### src/rtl/irq_eng_pkg.sv
package irq_eng_pkg;

    localparam int unsigned VEC_W   = 8;
    localparam int unsigned DST_W   = 8;
    localparam int unsigned DMODE_W = 3;

    typedef struct packed {
        logic [VEC_W-1:0]   vector;
        logic [DST_W-1:0]   dest;
        logic               dest_log;
        logic [DMODE_W-1:0] dmode;
        logic               level;
        logic               mask;
    } pin_entry_t;

    // level EOI hits a level entry carrying the same vector
    function automatic logic eoi_matches(input pin_entry_t e,
                                         input logic [VEC_W-1:0] vec,
                                         input logic eoi_lvl);
        return eoi_lvl && e.level && (e.vector == vec);
    endfunction

endpackage

### src/rtl/irq_pin_slice.sv
module irq_pin_slice #(
    parameter int unsigned STORM_LIMIT = 10000
) (
    input  logic clk,
    input  logic rst,
    input  logic line_hit,
    input  logic line_lvl,
    input  logic ent_level,
    input  logic ent_mask,
    input  logic ent_chg,
    input  logic eoi_hit,
    input  logic grant,
    input  logic acc_nz,
    input  logic defer_fire,
    output logic svc_o,
    output logic irr_o,
    output logic rirr_o,
    output logic sent_o,
    output logic defer_req_o
);
    localparam int unsigned CNT_W = $clog2(STORM_LIMIT + 1);

    logic             svc_q, irr_q, rirr_q, sent_q;
    logic             svc_d, irr_d, rirr_d, sent_d;
    logic [CNT_W-1:0] cnt_q, cnt_d;
    logic             fresh_edge, lvl_assert, redeliver, chg_req, tmr_req, new_req;

    always_comb begin
        fresh_edge  = line_hit && line_lvl && !ent_level && !irr_q;
        lvl_assert  = line_hit && line_lvl && ent_level && !rirr_q;
        redeliver   = 1'b0;
        defer_req_o = 1'b0;
        cnt_d       = cnt_q;
        if (eoi_hit) begin
            if (!ent_mask && irr_q) begin
                if (cnt_q == CNT_W'(STORM_LIMIT - 1)) begin
                    cnt_d       = '0;
                    defer_req_o = 1'b1;
                end else begin
                    cnt_d     = cnt_q + 1'b1;
                    redeliver = 1'b1;
                end
            end else begin
                cnt_d = '0;
            end
        end
        chg_req = ent_chg && ent_level && irr_q;
        tmr_req = defer_fire && ent_level && irr_q && !rirr_q;
        new_req = fresh_edge || lvl_assert || redeliver || chg_req || tmr_req;

        svc_d  = ((svc_q && !grant) || new_req) && !ent_mask;
        irr_d  = line_hit ? line_lvl : irr_q;
        rirr_d = (eoi_hit || ent_chg) ? 1'b0 : rirr_q;
        if (grant && ent_level && acc_nz) rirr_d = 1'b1;
        sent_d = fresh_edge ? 1'b0 : sent_q;
        if (grant && !ent_level) sent_d = 1'b1;
    end

    always_ff @(posedge clk) begin
        if (rst) begin
            svc_q  <= 1'b0;
            irr_q  <= 1'b0;
            rirr_q <= 1'b0;
            sent_q <= 1'b0;
            cnt_q  <= '0;
        end else begin
            svc_q  <= svc_d;
            irr_q  <= irr_d;
            rirr_q <= rirr_d;
            sent_q <= sent_d;
            cnt_q  <= cnt_d;
        end
    end

    assign svc_o  = svc_q && !ent_mask;
    assign irr_o  = irr_q;
    assign rirr_o = rirr_q;
    assign sent_o = sent_q;

endmodule

### src/rtl/irq_pick.sv
module irq_pick #(
    parameter int unsigned NPINS = 8,
    localparam int unsigned IDX_W = (NPINS > 1) ? $clog2(NPINS) : 1
) (
    input  logic [NPINS-1:0] req,
    output logic             any,
    output logic [IDX_W-1:0] idx,
    output logic [NPINS-1:0] onehot
);
    always_comb begin
        any = 1'b0;
        idx = '0;
        for (int i = NPINS - 1; i >= 0; i--) begin
            if (req[i]) begin
                any = 1'b1;
                idx = IDX_W'(i);
            end
        end
        onehot = '0;
        if (any) onehot[idx] = 1'b1;
    end
endmodule

### src/rtl/irq_defer_timer.sv
module irq_defer_timer #(
    parameter int unsigned DELAY = 2000000
) (
    input  logic clk,
    input  logic rst,
    input  logic req,
    output logic fire
);
    localparam int unsigned TW = $clog2(DELAY + 1);

    logic          on_q;
    logic [TW-1:0] cnt_q;

    assign fire = on_q && (cnt_q == TW'(DELAY - 1));

    always_ff @(posedge clk) begin
        if (rst) begin
            on_q  <= 1'b0;
            cnt_q <= '0;
        end else if (on_q) begin
            if (fire) on_q <= 1'b0;
            else      cnt_q <= cnt_q + 1'b1;
        end else if (req) begin
            on_q  <= 1'b1;
            cnt_q <= '0;
        end
    end
endmodule

### src/rtl/irq_pin_engine.sv
module irq_pin_engine
    import irq_eng_pkg::*;
#(
    parameter int unsigned NPINS        = 8,
    parameter int unsigned ACC_W        = 8,
    parameter int unsigned STORM_LIMIT  = 10000,
    parameter int unsigned DEFER_CYCLES = 2000000,
    localparam int unsigned IDX_W = (NPINS > 1) ? $clog2(NPINS) : 1
) (
    input  logic                     clk,
    input  logic                     rst,
    input  logic                     line_valid,
    input  logic [IDX_W-1:0]         line_idx,
    input  logic                     line_lvl,
    input  logic [NPINS*VEC_W-1:0]   cfg_vector,
    input  logic [NPINS*DST_W-1:0]   cfg_dest,
    input  logic [NPINS-1:0]         cfg_dest_log,
    input  logic [NPINS*DMODE_W-1:0] cfg_dmode,
    input  logic [NPINS-1:0]         cfg_level,
    input  logic [NPINS-1:0]         cfg_mask,
    input  logic [NPINS-1:0]         ent_chg,
    input  logic                     eoi_valid,
    input  logic [VEC_W-1:0]         eoi_vector,
    input  logic                     eoi_level,
    output logic                     dlv_valid,
    input  logic                     dlv_ready,
    output logic [IDX_W-1:0]         dlv_pin,
    output logic [VEC_W-1:0]         dlv_vector,
    output logic [DST_W-1:0]         dlv_dest,
    output logic                     dlv_dest_log,
    output logic [DMODE_W-1:0]       dlv_dmode,
    output logic                     dlv_level,
    input  logic [ACC_W-1:0]         dlv_accepts,
    output logic [NPINS-1:0]         pend_o,
    output logic [NPINS-1:0]         rirr_o,
    output logic [NPINS-1:0]         sent_o
);
    pin_entry_t       ents [NPINS];
    logic [NPINS-1:0] svc, pick_oh, defer_req;
    logic             defer_fire, acc_nz, take;

    assign acc_nz = |dlv_accepts;
    assign take   = dlv_valid && dlv_ready;

    for (genvar i = 0; i < NPINS; i++) begin : g_pin
        logic line_hit, eoi_hit;

        assign ents[i].vector   = cfg_vector[i*VEC_W +: VEC_W];
        assign ents[i].dest     = cfg_dest[i*DST_W +: DST_W];
        assign ents[i].dest_log = cfg_dest_log[i];
        assign ents[i].dmode    = cfg_dmode[i*DMODE_W +: DMODE_W];
        assign ents[i].level    = cfg_level[i];
        assign ents[i].mask     = cfg_mask[i];

        assign line_hit = line_valid && (line_idx == IDX_W'(i));
        assign eoi_hit  = eoi_valid && eoi_matches(ents[i], eoi_vector, eoi_level);

        irq_pin_slice #(.STORM_LIMIT(STORM_LIMIT)) u_slice (
            .clk         (clk),
            .rst         (rst),
            .line_hit    (line_hit),
            .line_lvl    (line_lvl),
            .ent_level   (ents[i].level),
            .ent_mask    (ents[i].mask),
            .ent_chg     (ent_chg[i]),
            .eoi_hit     (eoi_hit),
            .grant       (take && pick_oh[i]),
            .acc_nz      (acc_nz),
            .defer_fire  (defer_fire),
            .svc_o       (svc[i]),
            .irr_o       (pend_o[i]),
            .rirr_o      (rirr_o[i]),
            .sent_o      (sent_o[i]),
            .defer_req_o (defer_req[i])
        );
    end

    irq_pick #(.NPINS(NPINS)) u_pick (
        .req    (svc),
        .any    (dlv_valid),
        .idx    (dlv_pin),
        .onehot (pick_oh)
    );

    irq_defer_timer #(.DELAY(DEFER_CYCLES)) u_defer (
        .clk  (clk),
        .rst  (rst),
        .req  (|defer_req),
        .fire (defer_fire)
    );

    assign dlv_vector   = ents[dlv_pin].vector;
    assign dlv_dest     = ents[dlv_pin].dest;
    assign dlv_dest_log = ents[dlv_pin].dest_log;
    assign dlv_dmode    = ents[dlv_pin].dmode;
    assign dlv_level    = ents[dlv_pin].level;

endmodule

### config.mk
export PLATFORM = sky130hd
export DESIGN_NAME = irq_pin_engine
export DESIGN_NICKNAME = d
export VERILOG_FILES = /design/src/rtl/irq_eng_pkg.sv /design/src/rtl/irq_pin_slice.sv /design/src/rtl/irq_pick.sv /design/src/rtl/irq_defer_timer.sv /design/src/rtl/irq_pin_engine.sv
export SDC_FILE = /design/constraint.sdc
export NUM_CORES = 1
export LEC_CHECK = 0
export CAP_MARGIN = 0
export CORE_UTILIZATION = 45
export DETAILED_ROUTE_END_ITERATION = 10
export DONT_BUFFER_PORTS = 1
export PLACE_DENSITY = 0.59
export SLEW_MARGIN = 20
export SYNTH_ARGS = -nofsm -noshare
export SYNTH_HDL_FRONTEND = slang
export SYNTH_SLANG_ARGS = --single-unit
### constraint.sdc
create_clock -name clk -period 5.2 [get_ports clk]
set_input_delay 0.26 -clock clk [delete_from_list [all_inputs] [get_ports clk]]
set_output_delay 0.26 -clock clk [all_outputs]
set_load 0.05 [all_outputs]
==> results.yml <==
outcome:
  status: "complete, no violations"
yosys:
  synth-edff-count: 0
  ys_seq_area_share_pct: 28.9
  async_reset_ff_share_pct: 0
  synth_cell_types: 63
  ys_seq_elements: 166
  syn_area_um2: 11500
  synth_ff_type: "dfxtp_1"
  synth_nets: 1855
  postSynthCellCount: 1636
  syn_avg_cell_area_um2: 7.03
  yosysWarnings: 0
detailed_routing:
  drtIter0Drc: 1094
  detail_route.first_pass.iterations: 5
  via_per_inst: 6.46
  routedWlPerCell_um: 22.4
  drt-total-wl_um: 42500
  num_vias: 12300
  drc: 0
  ant_nets: 0
sta:
  fin_skew_ns: 0.0131
  hold_viol: 0
  fmax_ghz: 0.274
  drv_slew: 0
  worst_pin_slew_ns: 1.02
  setup_viol: 0
  rsz0062_at_grt: "false"
  fin_tns_setup_ns: 0
  slew-limit-headroom_pct: 31.6
  fin_crit_sh_pct: 70.2
  worst_slack_ns: 1.55
  fin_crit_ns: 3.65
floorplan:
  core_um2: 25100
  die_w_um: 162
  rows: 58
  die_h_um: 162
  die-area_um2: 26200
  top_level_ports: 259
  start_util_pct: 45.8
critical_path:
  worstPathRequired_ns: 4.94
  reg2reg_slack_ns: 1.81
  start_kind: "register"
  crit_arrival_ns: 3.39
  worstSetupPathType: "reg2out"
  end_kind: "output port"
  worstPathMaxFanout: 48
flow_run:
  cap_violations: 0
power_and_ir_drop:
  combinationalPowerShare_pct: 9.3
  p_leak_uw: 0.00379
  switching_share_pct: 26.9
  power_density_nw_per_um2: 234
  vdd_drop_max_mv: 0.216
  switchingPower_uw: 772
  power_uw: 2870
  p_int_uw: 2100
  seqPwrFrac_pct: 44.7
  clkPwrFrac_pct: 46.0
grt:
  grt_pass1_wl_um: 64200
  grt_pass1_vias: 11400
  grt_overflow_total: 0
  antenna_found_initial: 3
  grtUsageTotal_pct: 31.7
  grt_max_degree: 159
clock_tree:
  cts.sinks: 166
  ctsRootBufferMaster: "clkbuf_16"
  clockBufferDepth: 2
  cts_buffers: 17
  worstSkewPairLatency_ns: 0.43
  cts_tree: "yes"
  clk_pin_slew_ns: 0.07
  cts_max_level: 4
  cts_setup_buffers: 0
finish:
  drive_above_1_share_pct: 3.71
  fin_nets: 1771
  fill_cells: 2574
  synthToLayoutAreaGrowth_pct: 6.48
place:
  portBuffers: 0
  gp_congestion: 0.889
  hpwl_um: 31300
  pre_cts_ws_ns: 1.98
min_path:
  min_path_type: "in2reg"
## synth_stat cells (5+ instances only)
library cell  count  area (um^2)
nor3_1           53          265
nor4_1           30          188
and3_1           28          175
nand3_1         131          656
nor3b_1           7         52.6
buf_4            24          180
xnor2_1          46          403
a311oi_1         16          140
and4b_1           5         50.1
a211oi_1          6         45.0
inv_1            20         75.1
and2_1            7         43.8
nand4b_1          5         43.8
nor2b_1          22          138
o211ai_1          6         45.0
a31oi_1          14         87.6
or4_1            30          225
a41oi_1           7         61.3
clkbuf_1         96          360
o31ai_1          10         75.1
mux2i_1          13          130
nand3b_1         61          458
or3_1            26          163
ha_1              9          113
nand2b_1         15         93.8
and4_1            5         43.8
nor2_1          135          507
nand4_1          26          163
xor2_1           29          254
o21ai_0         186          931
nor4b_1           9         78.8
dfxtp_1         166         3320
nand2_1         139          522
a21oi_1         207         1040
## kinds of logic (layout without fill, tap and decap cells)
family,after synthesis,count (layout),share of synthesized area (%)
simple gates,745,745,34.5
buf+inv,148,77,5.70
fa+ha+maj,9,9,0.979
compound gates,480,480,23.1
other cells,0,3,0
mux,13,13,1.13
xor+xnor,75,75,5.71
flops,166,166,28.9
## worst max-delay path: stages, from the launching register on
cell and delay (ns):
dfxtp_1 0.32, nand2b_1 0.12, o21ai_0 0.61, o21a_2 0.62
buf_4 0.46, o21ai_0 0.14, a21oi_1 0.14, or4_1 0.53
## path summary, 6_finish.rpt
kind,from,end,depth (start not counted)
min,cfg_level[5],g_pin[5].u_slice.sent_o,2
max reg2reg,g_pin[3].u_slice.irr_o,g_pin[3].u_slice.svc_q,7
min reg2reg,g_pin[1].u_slice.cnt_q[13],g_pin[1].u_slice.cnt_q[13],1
max,g_pin[4].u_slice.svc_q,dlv_dest_log,7
## layer usage
layer,track usage (%),wire length [um],up-vias
met4,21.2,2880,0
met2,53.3,20200,566
met3,6.49,3200,143
li1,-,-,5808
met1,36.3,16200,5748
met5,0,0,-
## power groups by stage
| stage | clock network (uW) | logic [uW] | registers [uW] |
|---|---|---|---|
| finish | 1320 | 267 | 1280 |
| detailed placement | 0 | 232 | 1310 |
| CTS | 1340 | 264 | 1280 |
| global placement | 0 | 230 | 1310 |
| global route | 1400 | 284 | 1280 |
| floorplan | 0 | 226 | 1300 |
## final cells by class
type	count	area [um^2]	share of cell area [%]
antenna	3	7.51	0.0613
clock buffer	19	453	3.70
clock inverter	13	145	1.19
inverter	21	78.8	0.644
multi-input combinational	1322	7570	61.8
sequential	166	3320	27.1
tap	330	413	3.37
timing repair buffer	24	255	2.08
## cells in the final DEF, fill, tap and decap left out, types with 8 or more instances in the layout
| cell | instances |
|---|---|
| nor4_1 | 30 |
| nor2b_1 | 21 |
| inv_1 | 20 |
| nand3_1 | 130 |
| nand2b_1 | 14 |
| clkbuf_16 | 17 |
| ha_1 | 9 |
| nand2_1 | 139 |
| dlygate4sd3_1 | 14 |
| and3_1 | 28 |
| o21ai_0 | 185 |
| nor2_1 | 133 |
| or3_1 | 26 |
| xor2_1 | 29 |
| dfxtp_1 | 166 |
| a21oi_1 | 207 |
| o31ai_1 | 10 |
| a311oi_1 | 16 |
| a31oi_1 | 13 |
| mux2i_1 | 13 |
| nand4_1 | 26 |
| nand3b_1 | 61 |
| or4_1 | 30 |
| nor4b_1 | 9 |
| nor3_1 | 52 |
| buf_4 | 8 |
| xnor2_1 | 46 |
## per-stage QoR
step | hold WS (ns) | area (um^2) | utilization, % | instances
2_1_floorplan | 0.332 | 11500 | - | 1636
3_3_place_gp | 0.335 | 11400 | 45.5 | 1847
3_5_place_dp | 0.336 | 11400 | 45.6 | 1847
4_1_cts | 0.000245 | 12200 | 48.6 | 1893
5_1_grt | 0.00691 | 12200 | 48.8 | 1898
6_report | 0.00614 | 12200 | 48.8 | 1898
## registers in the layout, indices dropped and copies added, names as in the netlist
name                  count
g_pin.u_slice.cnt_q     112
g_pin.u_slice.svc_q       8
g_pin.u_slice.irr_o       8
g_pin.u_slice.rirr_o      8
u_defer.cnt_q            21
g_pin.u_slice.sent_o      8
u_defer.on_q              1
## repair_timing
item | CTS | global route
endpoints found under the hold margin | 158 | 1
hold buffers | 14 | 1
gates resized for setup | 0 | 0
Power figures use the tool's default switching activity.
